**config.mk**
```make
export PLATFORM = sky130hd
export DESIGN_NAME = spi_port
export DESIGN_NICKNAME = d
export VERILOG_FILES = /design/src/rtl/spi_port_pkg.sv /design/src/rtl/spi_rate_div.sv /design/src/rtl/spi_sck_edges.sv /design/src/rtl/spi_shifter.sv /design/src/rtl/spi_port.sv
export SDC_FILE = /design/constraint.sdc
export NUM_CORES = 1
export LEC_CHECK = 0
export ABC_AREA = 0
export CAP_MARGIN = 40
export CORE_UTILIZATION = 60
export CTS_BUF_LIST = sky130_fd_sc_hd__clkbuf_16
export DETAILED_ROUTE_END_ITERATION = 7
export PLACE_DENSITY_LB_ADDON = 0.2
export SKIP_LAST_GASP = 1
export SYNTH_ARGS = -nofsm -noshare
export SYNTH_HDL_FRONTEND = slang
export SYNTH_SLANG_ARGS = --single-unit
```
**constraint.sdc**
```tcl
create_clock -name clk -period 4.6 [get_ports clk]
set_clock_uncertainty 0.2 [all_clocks]
set_input_delay 1.38 -clock clk [delete_from_list [all_inputs] [get_ports clk]]
set_output_delay 1.38 -clock clk [all_outputs]
set_load 0.01 [all_outputs]
```
**src/rtl/spi_port_pkg.sv**
```systemverilog
`timescale 1ns/1ps
package spi_port_pkg;
  localparam int BYTE_W = 8;
  localparam int RATE_W = 3;

  typedef enum logic [1:0] {
    ADR_CTRL = 2'd0,
    ADR_DATA = 2'd1,
    ADR_STAT = 2'd2
  } reg_sel_e;

  // CTRL field positions (software visible)
  localparam int CB_GO   = 0;
  localparam int CB_EDGE = 1;
  localparam int CB_RATE = 2;
  // STAT bit positions
  localparam int SB_FULL = 0;
  localparam int SB_IRQ  = 1;
  localparam int SB_OVR  = 2;
  localparam int SB_BUSY = 3;
endpackage

```
**src/rtl/spi_rate_div.sv**
```systemverilog
`timescale 1ns/1ps
module spi_rate_div #(
  parameter int RW = 3
) (
  input  logic          clk,
  input  logic          rst_n,
  input  logic          run,
  input  logic [RW-1:0] rate,
  output logic          tick
);
  localparam int DIV_W = (1 << RW) - 2;

  // half-period in system clocks minus one: 2^code - 1
  function automatic logic [DIV_W-1:0] half_limit(input logic [RW-1:0] code);
    logic [DIV_W-1:0] ones;
    ones = '1;
    return ones >> (DIV_W - int'(code));
  endfunction

  logic [DIV_W-1:0] cnt_q;
  wire  [DIV_W-1:0] lim = half_limit(rate);

  assign tick = run && (cnt_q == lim);

  always_ff @(posedge clk or negedge rst_n) begin
    if (!rst_n)      cnt_q <= '0;
    else if (!run)   cnt_q <= '0;
    else if (tick)   cnt_q <= '0;
    else             cnt_q <= cnt_q + 1'b1;
  end
endmodule

```
**src/rtl/spi_sck_edges.sv**
```systemverilog
`timescale 1ns/1ps
module spi_sck_edges (
  input  logic clk,
  input  logic rst_n,
  input  logic master,
  input  logic idle_lvl,
  input  logic busy,
  input  logic tick,
  input  logic sck_in,
  input  logic sel_n,
  output logic sck_drv,
  output logic lead,
  output logic trail,
  output logic desel
);
  // master: phase toggles on every divider tick; 0 means at idle level
  logic phase_q;
  always_ff @(posedge clk or negedge rst_n) begin
    if (!rst_n)              phase_q <= 1'b0;
    else if (!busy)          phase_q <= 1'b0;
    else if (master && tick) phase_q <= ~phase_q;
  end
  assign sck_drv = idle_lvl ^ phase_q;

  // slave: external clock and select brought into the system clock domain
  logic sck_s1, sck_s2, sck_s3, ss_s1, ss_s2;
  always_ff @(posedge clk or negedge rst_n) begin
    if (!rst_n) begin
      {sck_s1, sck_s2, sck_s3} <= '0;
      {ss_s1, ss_s2}           <= 2'b11;
    end else begin
      sck_s1 <= sck_in;
      sck_s2 <= sck_s1;
      sck_s3 <= sck_s2;
      ss_s1  <= sel_n;
      ss_s2  <= ss_s1;
    end
  end

  wire s_edge  = busy & ~ss_s2 & (sck_s2 ^ sck_s3);
  wire s_lead  = s_edge & (sck_s2 != idle_lvl);
  wire s_trail = s_edge & (sck_s2 == idle_lvl);
  wire m_lead  = busy & tick & ~phase_q;
  wire m_trail = busy & tick &  phase_q;

  assign lead  = master ? m_lead  : s_lead;
  assign trail = master ? m_trail : s_trail;
  assign desel = ~master & ss_s2;
endmodule

```
**src/rtl/spi_shifter.sv**
```systemverilog
`timescale 1ns/1ps
module spi_shifter #(
  parameter int DW = 8
) (
  input  logic          clk,
  input  logic          rst_n,
  input  logic          load,
  input  logic [DW-1:0] load_data,
  input  logic          lead,
  input  logic          trail,
  input  logic          clr_cnt,
  input  logic          sdi,
  output logic          sdo,
  output logic          done,
  output logic [DW-1:0] rx_byte
);
  localparam int CW = $clog2(DW);

  logic [DW-1:0] shreg_q;
  logic [CW-1:0] cnt_q;
  logic          rx_bit_q;

  assign sdo     = shreg_q[DW-1];
  assign rx_byte = {shreg_q[DW-2:0], rx_bit_q};
  assign done    = trail & ~clr_cnt & (cnt_q == CW'(DW-1));

  always_ff @(posedge clk or negedge rst_n) begin
    if (!rst_n) begin
      shreg_q  <= '0;
      cnt_q    <= '0;
      rx_bit_q <= 1'b0;
    end else if (load) begin
      shreg_q <= load_data;
      cnt_q   <= '0;
    end else begin
      if (lead) rx_bit_q <= sdi;
      if (clr_cnt) cnt_q <= '0;
      else if (trail) cnt_q <= cnt_q + 1'b1;
      if (trail) shreg_q <= {shreg_q[DW-2:0], rx_bit_q};
    end
  end
endmodule

```
**src/rtl/spi_port.sv**
```systemverilog
`timescale 1ns/1ps
module spi_port
  import spi_port_pkg::*;
#(
  parameter int DW = BYTE_W,
  parameter int RW = RATE_W
) (
  input  logic          clk,
  input  logic          rst_n,
  input  logic          bus_wr,
  input  logic          bus_rd,
  input  logic [1:0]    bus_addr,
  input  logic [DW-1:0] bus_wdata,
  output logic [DW-1:0] bus_rdata,
  output logic          irq,
  input  logic          sck_i,
  output logic          sck_o,
  output logic          sck_oe,
  input  logic          sdi,
  output logic          sdo,
  output logic          sdo_oe,
  input  logic          ss_n
);
  logic [RW-1:0] rate_q;
  logic          edge_q, busy_q, rbf_q, irq_q, ovr_q;
  logic [DW-1:0] wbuf_q, rbuf_q;

  wire is_master = (rate_q != {RW{1'b1}});
  wire hit_ctrl  = (bus_addr == ADR_CTRL);
  wire hit_data  = (bus_addr == ADR_DATA);
  wire hit_stat  = (bus_addr == ADR_STAT);

  // named bus events
  wire ctrl_wr = bus_wr & hit_ctrl & ~busy_q;
  wire go      = ctrl_wr & bus_wdata[CB_GO];
  wire data_wr = bus_wr & hit_data & ~busy_q;
  wire data_rd = bus_rd & hit_data;
  wire stat_wr = bus_wr & hit_stat;

  wire          rate_tick, sck_lead, sck_trail, deselected, shift_done;
  wire [DW-1:0] rx_byte;

  spi_rate_div #(.RW(RW)) u_div (
    .clk(clk), .rst_n(rst_n), .run(busy_q & is_master), .rate(rate_q), .tick(rate_tick)
  );

  spi_sck_edges u_edges (
    .clk(clk), .rst_n(rst_n), .master(is_master), .idle_lvl(edge_q), .busy(busy_q),
    .tick(rate_tick), .sck_in(sck_i), .sel_n(ss_n), .sck_drv(sck_o),
    .lead(sck_lead), .trail(sck_trail), .desel(deselected)
  );

  spi_shifter #(.DW(DW)) u_shift (
    .clk(clk), .rst_n(rst_n), .load(go), .load_data(wbuf_q), .lead(sck_lead),
    .trail(sck_trail), .clr_cnt(deselected), .sdi(sdi), .sdo(sdo),
    .done(shift_done), .rx_byte(rx_byte)
  );

  always_ff @(posedge clk or negedge rst_n) begin
    if (!rst_n) begin
      rate_q <= '0;
      edge_q <= 1'b0;
      busy_q <= 1'b0;
      wbuf_q <= '0;
      rbuf_q <= '0;
      rbf_q  <= 1'b0;
      irq_q  <= 1'b0;
      ovr_q  <= 1'b0;
    end else begin
      if (ctrl_wr) begin
        edge_q <= bus_wdata[CB_EDGE];
        rate_q <= bus_wdata[CB_RATE +: RW];
      end
      if (go)              busy_q <= 1'b1;
      else if (shift_done) busy_q <= 1'b0;
      if (data_wr) wbuf_q <= bus_wdata;
      if (shift_done) rbuf_q <= rx_byte;
      if (shift_done)   rbf_q <= 1'b1;
      else if (data_rd) rbf_q <= 1'b0;
      if (shift_done)                         irq_q <= 1'b1;
      else if (stat_wr && !bus_wdata[SB_IRQ]) irq_q <= 1'b0;
      if (shift_done && rbf_q && !data_rd)    ovr_q <= 1'b1;
      else if (stat_wr && !bus_wdata[SB_OVR]) ovr_q <= 1'b0;
    end
  end

  always_comb begin
    bus_rdata = '0;
    case (bus_addr)
      ADR_CTRL: begin
        bus_rdata[CB_GO]          = busy_q;
        bus_rdata[CB_EDGE]        = edge_q;
        bus_rdata[CB_RATE +: RW]  = rate_q;
      end
      ADR_DATA: bus_rdata = rbuf_q;
      ADR_STAT: begin
        bus_rdata[SB_FULL] = rbf_q;
        bus_rdata[SB_IRQ]  = irq_q;
        bus_rdata[SB_OVR]  = ovr_q;
        bus_rdata[SB_BUSY] = busy_q;
      end
      default: bus_rdata = '0;
    endcase
  end

  assign irq    = irq_q;
  assign sck_oe = is_master;
  assign sdo_oe = is_master | ~ss_n;

  // busy only falls through completion of the eighth bit
  a_r2_busy_until_done: assert property (@(posedge clk) disable iff (!rst_n)
    busy_q && !shift_done |=> busy_q);
  // completion raises both status flags
  a_r3_done_flags: assert property (@(posedge clk) disable iff (!rst_n)
    shift_done |=> rbf_q && irq_q);
  // a receive read with no simultaneous completion empties the flag
  a_r4_read_clears: assert property (@(posedge clk) disable iff (!rst_n)
    data_rd && !shift_done |=> !rbf_q);
  // transmit buffer frozen during a transfer
  a_r5_wbuf_locked: assert property (@(posedge clk) disable iff (!rst_n)
    busy_q |=> $stable(wbuf_q));
  // master clock back at its idle level after the last bit
  a_r8_idle_level: assert property (@(posedge clk) disable iff (!rst_n)
    shift_done && is_master |=> sck_o == edge_q);
  // completion onto an unread byte flags overrun
  a_r10_overrun: assert property (@(posedge clk) disable iff (!rst_n)
    shift_done && rbf_q && !data_rd |=> ovr_q);
endmodule

```
Yosys cells after proc, flatten, opt, wreduce, memory -nomap -nowiden. Index checks and enable logic that the tools add are counted.

Bits in registers: 48. Word-level logic and storage cells: 97. Latch bits: 0. Memory bits (writable): 0. Output and inout port bits: 13. Bits in read-only memories: 0. Memories: 0.

Add/sub/neg operators: 3. Reduce and logical (&&, ||, !) cells: 17. Divide/modulo/power cells: 0. Equality and inequality tests: 8. Muxes and demuxes: 22. Shift-type cells: 1. Multipliers: 0. Bitwise logic cells: 28. $lt $le $gt $ge: 0.

Operator list (number): $shr 6x32->6 const A (1); $and 1x1->1 (18); $mux 8 (2); $mux 1 (12); $mux 3 (4); $mux 6 (2); $pmux 4 s3 (1); $reduce_bool 2->1 (5); $not 1->1 (7); $add 6x1->6 const B (1); $eq 6x6->1 (1); $logic_and 1x1->1 (6); $sub 3x3->4 const A (1); $add 3x1->3 const B (1); $eq 3x3->1 const B (1); $logic_not 1->1 (3); $ne 3x3->1 const B (1); $reduce_bool 3->1 (1); $eq 2x1->1 const B (1); $eq 2x2->1 const B (1); $logic_not 2->1 (1); $ne 2x1->1 const B (1); $pmux 1 s2 (1); $reduce_and 2->1 (1); 4 further kinds (5).

Logic depth before layout (Yosys ltp). Gate-level depths: netlist of the first run.

Word-level depth: 12. Depth in mapped cells: 10. Gate-level depth less buffers: 9.

By module. Synthesis of the first run repeated with hierarchy kept, for this count alone.

Cells, all modules: 198. Area total of the unflattened synthesis: 2432.3 µm².

By module, submodules not included: spi_port (area an instance 1144.8 µm², cells an instance 77, seq. area each 600.6 µm², instances 1); spi_shifter (area an instance 578.1 µm², cells an instance 52, seq. area each 300.3 µm², instances 1); spi_rate_div (area an instance 465.4 µm², cells an instance 50, seq. area each 150.1 µm², instances 1); spi_sck_edges (area an instance 244.0 µm², cells an instance 19, seq. area each 152.6 µm², instances 1).

Worst setup path after synthesis of the first run. Ideal clock, no wire load.

Kind: input port to output port. Start: input bus_addr[1]. End: output bus_rdata[0]. Data arrival time: 2128 ps. Slack: 892 ps. Path buffers: 2. Data required time: 3020 ps. Cell stages on the path: 5. Cells stage by stage: clkbuf_1 > nor2b_1 > clkbuf_1 > nand2_1 > o21ai_0.

Longest elaborated chain between the ends: 2. Elaborated cells between the ends (all ways): 4. Those cells by class: 2 x eq/ne; 1 x mux; 1 x reduce/logical.

RTL lines: start, declared (RTL line spi_port.sv:12) `input logic [1:0] bus_addr,`; $eq 2x2->1 (tied with other cells) (RTL line spi_port.sv:89) `case (bus_addr)`; $pmux 4 s3 (*) (RTL line spi_port.sv:89); end, declared (RTL line spi_port.sv:14) `output logic [DW-1:0] bus_rdata,`.

Mark *: on every way between the ends. The rest lies on a longest branch, timed or not.

Worst setup path in the final report of the first run.
Start: input bus_addr[0]. End: output bus_rdata[0].

The elaborated chain is that of the path after synthesis.

==> run metrics, run 1 <==
hold path depth=0; # hold bufs at CTS=0; clock latency on the worst-skew pair=0.28 ns; Via-to-Cell Ratio=approximately 5.9; postcts setup bufs=0; library cells used by synthesis=39; Mean Syn Cell Area=about 11 sq um; post-layout min period=about 4.4 ns; #FFs+latches synth=48; Clock transition at path regs=0.06 ns; Max Slew Vio Count=0; Post-synth EDFFs=0; CP Class=in -> out; ys flop type=dfrtp_1; CP max FO=9; Synth Instances=234; switching power total=541 uW; CP Capture Point=bus_rdata[0]; clock buffer depth=2; dpl cell area=0.00286 sq mm; post-route ant nets=0; Critical Path AT=2.85 ns; Die Span Y=66.6 microns; largest net degree at the start of global routing=30; DRT Wirelength=between 5 and 6 mm; initial antenna violation count=0; CTS Sinks=48; HPWL after DPL=about 3.7 mm; cell area after synthesis=0.00250 sq mm; CTS Buf Count=5; Net Sw Frac=35.2%; initial DRC count=77; register share of total power=42.8%; full die area=0.00443 sq mm; Placer Congestion=0.776; CTS tree=yes; H-Tree Depth=2; total number of vias=1,874; Max Cap Viol=0; Crit. End Element=output port; Min Hold Slack=0.157 ns; Synthesis Warnings=0; Sum Neg Setup Slack=0 ns; Reg-to-Reg End=rbuf_q[4]$_DFFE_PN0P_; All-Layer GR Usage=25.6%; Max IR drop VDD=0.362 mV; Hold Fails Final Rpt=0; layout cell share with drive strength beyond 1=a little under a fifth; core area=0.00400 sq mm; fin area=~0.003 sq mm; vias in the first global route=1,806; antenna diode count=0; Pleak=1.37 nW; nets=290; worst slew pin tran=0.489 ns; Synth async-reset ratio=100%; beginning of the critical path=bus_addr[0]; crit share post-route=96.2%; Root Driver=clkbuf_16; Syn Nets=258; max_slew headroom=between 60% and 70%; first drt pass iteration count=4; R2R depth=10; starting density of the core=62.5%; Overflow after GRT=0; P&R area growth vs syn=20.2%; CTS resizes=0; register area share after synthesis=48.1%; Ports=30; Remaining DRCs=0; Logic pwr share=34.8%; die width=about 67 microns; Reg2Reg Setup Slack=1.44 ns; Routed WL per cell=16.3 microns; final setup fails=0; P_int=998 uW; PD cells=512 mW/mm^2; dpl ws=0.167 ns; Critical Path RT=3.02 ns; CP startpoint kind=input pin; Hold Path Class=reg -> reg; total power draw=1.54 mW; clock network power share=22.4%; setup ws final=0.174 ns; RSZ-0062 raised after global routing=false; outcome=complete, no violations; global-route wire length before repair=~8.3 mm; FF-to-FF Start=rate_q[1]$_DFFE_PN0P_; PortBufs=29; Rows=23; Peak Freq=226 MHz
## stage by stage
stage	std cells	utilization, %
after CTS	317	75.1
final	317	75.1
after global placement	308	71.1
after global routing	317	75.1
after detailed placement	309	71.6
after floorplan	234	-
## kinds of logic after synthesis
group / Yosys count / synth area share (%)
compound gates: 40 / 12.2
mux: 28 / 13.1
xor+xnor: 7 / 2.45
simple gates: 87 / 17.5
buf+inv: 17 / 3.05
fa+ha+maj: 7 / 3.50
flops: 48 / 48.1
## Yosys cell counts (all sizes together), types with 2 or more instances
| cell type | number | area share, % |
|---|---|---|
| a21oi | 2 | 0.40 |
| a31oi | 2 | 0.50 |
| and2 | 4 | 1.0 |
| and3 | 2 | 0.70 |
| buf | 5 | 1.3 |
| clkbuf | 7 | 1.1 |
| dfrtp | 46 | 46 |
| dfstp | 2 | 2.1 |
| ha | 7 | 3.5 |
| inv | 5 | 0.75 |
| mux2 | 20 | 9.9 |
| mux2i | 8 | 3.2 |
| nand2 | 28 | 4.2 |
| nand3 | 9 | 2.0 |
| nand3b | 3 | 0.90 |
| nor2 | 19 | 2.9 |
| nor2b | 5 | 1.3 |
| nor3 | 8 | 1.6 |
| nor3b | 3 | 0.90 |
| o211ai | 2 | 0.60 |
| o21ai | 12 | 2.4 |
| o221a | 8 | 3.6 |
| o31ai | 8 | 2.4 |
| or3 | 3 | 0.75 |
| xnor2 | 4 | 1.4 |
| xor2 | 3 | 1.1 |
## state kept, by name (all words and copies together) (netlist names)
| register | cells |
|---|---|
| rbuf_q | 8 |
| u_shift.shreg_q | 8 |
| wbuf_q | 8 |
| u_div.cnt_q | 6 |
| rate_q | 3 |
| u_shift.cnt_q | 3 |
| busy_q | 1 |
| edge_q | 1 |
| irq | 1 |
| ovr_q | 1 |
| rbf_q | 1 |
| u_edges.phase_q | 1 |
| u_edges.sck_s1 | 1 |
| u_edges.sck_s2 | 1 |
| u_edges.sck_s3 | 1 |
| u_edges.ss_s1 | 1 |
| u_edges.ss_s2 | 1 |
| u_shift.rx_bit_q | 1 |
## worst min path at each step
stage | startpoint | endpoint | slack [ns]
5_1_grt | u_edges.ss_s1$_DFF_PN1_ | u_edges.ss_s2$_DFF_PN1_ | 0.16
3_5_place_dp | u_edges.sck_s1$_DFF_PN0_ | u_edges.sck_s2$_DFF_PN0_ | 0.15
2_1_floorplan | u_edges.sck_s1$_DFF_PN0_ | u_edges.sck_s2$_DFF_PN0_ | 0.13
3_3_place_gp | u_edges.sck_s1$_DFF_PN0_ | u_edges.sck_s2$_DFF_PN0_ | 0.13
4_1_cts | u_edges.ss_s1$_DFF_PN1_ | u_edges.ss_s2$_DFF_PN1_ | 0.16
6_report | u_edges.sck_s1$_DFF_PN0_ | u_edges.sck_s2$_DFF_PN0_ | 0.16
## area by class of cell
class	instances	area (sq um)
clock inverters	3	16.3
inverters	5	18.8
well taps	50	62.6
fillers	288	996
multi-input cells	169	1220
clock buffers	5	125
flip-flops and latches	48	1200
repair buffers	37	358
## layout by cell type, fill, tap and decap left out, types with 3 or more instances in the layout
cell type	count
dfrtp_1	46
nand2_1	28
clkdlybuf4s50_1	28
nor2_1	19
mux2_2	14
o21ai_0	12
mux2i_1	8
nand3_1	8
nor3_1	8
o31ai_1	8
o221a_2	8
ha_1	7
buf_4	7
inv_1	6
mux2_4	6
nor2b_1	5
clkbuf_16	5
xnor2_1	4
and2_1	4
nand3b_1	3
or3_1	3
nor3b_1	3
xor2_1	3
## power by group through the flow
stage	Sequential (mW)	Clock [mW]	Combinational, mW
floorplan	0.594	0	0.423
global placement	0.654	0	0.510
detailed placement	0.662	0	0.530
CTS	0.653	0.352	0.536
global route	0.672	0.369	0.592
finish	0.659	0.345	0.535
## worst max-delay path, stage by stage
cell and delay (ns):
clkdlybuf4s50_1 0.47, nor2b_1 0.15, buf_4 0.17, nand2_1 0.05, o21ai_0 0.07, clkdlybuf4s50_1 0.55
## routing by layer
| metal | track usage, % | vias to the layer above | share of wire (%) |
|---|---|---|---|
| met5 | 0 | - | 0 |
| met4 | 7.71 | 0 | 0.87 |
| met3 | 5.99 | 6 | 4.0 |
| met2 | 42.4 | 51 | 48 |
| met1 | 33.2 | 912 | 47 |
| li1 | - | 905 | - |
No activity file was read; power rests on OpenSTA's default activity.
==> run 2, diff against run 1 <==
--- a/config.mk
+++ b/config.mk
@@ -7,6 +7,7 @@
 export LEC_CHECK = 0
 export ABC_AREA = 0
 export CAP_MARGIN = 40
+export CORE_MARGIN = 4
 export CORE_UTILIZATION = 60
 export CTS_BUF_LIST = sky130_fd_sc_hd__clkbuf_16
 export DETAILED_ROUTE_END_ITERATION = 7
==> run 2 against run 1 <==
  * Final area decreased by 0.17%
  * Via count decreased by 1.8%
  * Critical endpoint is now bus_rdata[3]
  * Clock power increased by 2%
==> run metrics, run 2 (synthesis gave the netlist of run 1 again) <==
Hold Fails Final Rpt=0; postcts setup bufs=0; Max IR drop VDD=0.318 mV; Max Slew Vio Count=0; post-route ant nets=0; global-route wire length before repair=8.76 mm; Ports=30; commonest non-fill, non-tap cell in the layout=dfrtp_1; largest net degree at the start of global routing=37; Non-Filler Instances=approximately 320; PortBufs=29; Rows=23; antenna diode count=0; crit share post-route=97.6%; Logic pwr share=between 30% and 40%; nets=between 200 and 300; worst slew pin tran=~0.6 ns; Root Driver=clkbuf_16; vias in the first global route=1,832; Clock transition at path regs=about 0.060 ns; CTS Sinks=48; Routed WL per cell=about 17 microns; total power draw=1.54 mW; Crit. End Element=output port; CP startpoint kind=input pin; DRT Wirelength=5.23 mm; fin area=between 0.002 and 0.003 sq mm; HPWL after DPL=3.83 mm; die width=between 70 and 80 microns; most frequent cells in the layout=dfrtp_1, nand2_1, clkdlybuf4s50_1, nor2_1, mux2_2; final setup fails=0; CP Class=in -> out; CTS tree=yes; initial DRC count=158; Reg2Reg Setup Slack=1.48 ns; starting density of the core=62.0%; Max Cap Viol=0; dpl ws=0.118 ns; Critical Path AT=2.91 ns; RSZ-0062 raised after global routing=false; Remaining DRCs=0; Via-to-Cell Ratio=5.83; clock network power share=22.9%; hold path depth=0; Filler Cells Inserted=280; core area=0.00403 sq mm; register share of total power=42.5%; layout cell share with drive strength beyond 1=about a fifth; R2R depth=10; Hold Path Class=reg -> reg; CP max FO=7; dpl cell area=0.00286 sq mm; Net Sw Frac=35.1%; Placer Congestion=0.778; first drt pass iteration count=4; total number of vias=1,841; # hold bufs at CTS=0; post-layout min period=about 4.5 ns; clock latency on the worst-skew pair=between 0.2 and 0.3 ns; switching power total=541 uW; P&R area growth vs syn=20.0%; hold_sp=u_edges.sck_s1$_DFF_PN0_; biggest regs=rbuf_q x8, u_shift.shreg_q x8, wbuf_q x8; full die area=0.00526 sq mm; outcome=complete, no violations; Inst Count DP=308; setup ws final=0.111 ns; initial antenna violation count=0; Reg-to-Reg End=rbuf_q[3]$_DFFE_PN0P_; Critical Path RT=around 3 ns; FF-to-FF Start=rate_q[1]$_DFFE_PN0P_; Hold Path End=u_edges.sck_s2$_DFF_PN0_; All-Layer GR Usage=a little over a fifth; Peak Freq=223 MHz; max_slew headroom=between 50% and 60%; H-Tree Depth=2; Pleak=1.36 nW; CTS resizes=0; CTS Buf Count=5; Die Span Y=72.6 microns; Overflow after GRT=0; clock buffer depth=2; PD cells=513 mW/mm^2; Sum Neg Setup Slack=0 ns; P_int=999 uW
[run 2: changes by cell type in the layout (fill, tap and decap cells not counted)]
cell      previous run  this run
buf_4                7         6
clkinv_2             0         2
clkinv_1             1         0
inv_1                6         5
[run 2: final cells by class]
cell class              count  area (sq um)  area share, %
inverters                   5          18.8          0.626
repair buffers             36           350           11.7
clock inverters             3          18.8          0.626
multi-input cells         169          1220           40.7
clock buffers               5           125           4.17
flip-flops and latches     48          1200           40.1
well taps                  50          62.6           2.09
[run 2: worst max path at each step]
| stage | startpoint | end | slack [ns] | cells past startpoint |
|---|---|---|---|---|
| 2_1_floorplan | bus_addr[1] | bus_rdata[0] | 0.89 | 5 |
| 3_3_place_gp | bus_addr[1] | bus_rdata[2] | 0.20 | 5 |
| 3_5_place_dp | bus_addr[1] | bus_rdata[3] | 0.12 | 5 |
| 4_1_cts | bus_addr[1] | bus_rdata[3] | 0.11 | 5 |
| 5_1_grt | bus_addr[0] | bus_rdata[3] | 0.02 | 6 |
| 6_report | bus_addr[1] | bus_rdata[3] | 0.11 | 5 |
[run 2: power by group through the flow]
stage / Clock [mW] / Combinational, mW / Sequential (mW)
final: 0.353 / 0.532 / 0.655
after detailed placement: 0 / 0.533 / 0.656
after global routing: 0.376 / 0.599 / 0.669
after global placement: 0 / 0.510 / 0.653
after CTS: 0.358 / 0.537 / 0.649
after floorplan: 0 / 0.423 / 0.594
[run 2: metrics by stage]
stage                     util, %  hold slack (ns)
after CTS                    74.4            0.157
after detailed placement     70.9            0.140
final                        74.4            0.154
after global routing         74.4            0.162
after global placement       70.4            0.140
after floorplan                 -            0.131
[run 2: worst max-delay path, cell delays in order]
cell             delay (ns)
clkdlybuf4s50_1        0.50
buf_4                  0.18
mux2i_1                0.10
o21ai_0                0.19
clkdlybuf4s50_1        0.57
[run 2: layer usage]
metal	global-route usage [%]	vias to the layer above	share of wire, %	routed length (microns)
li1	-	895	-	-
met1	28.2	888	44	2300
met2	36.9	53	50	2610
met3	3.74	5	5.0	263
met4	6.76	0	0.92	48
met5	0	-	0	0
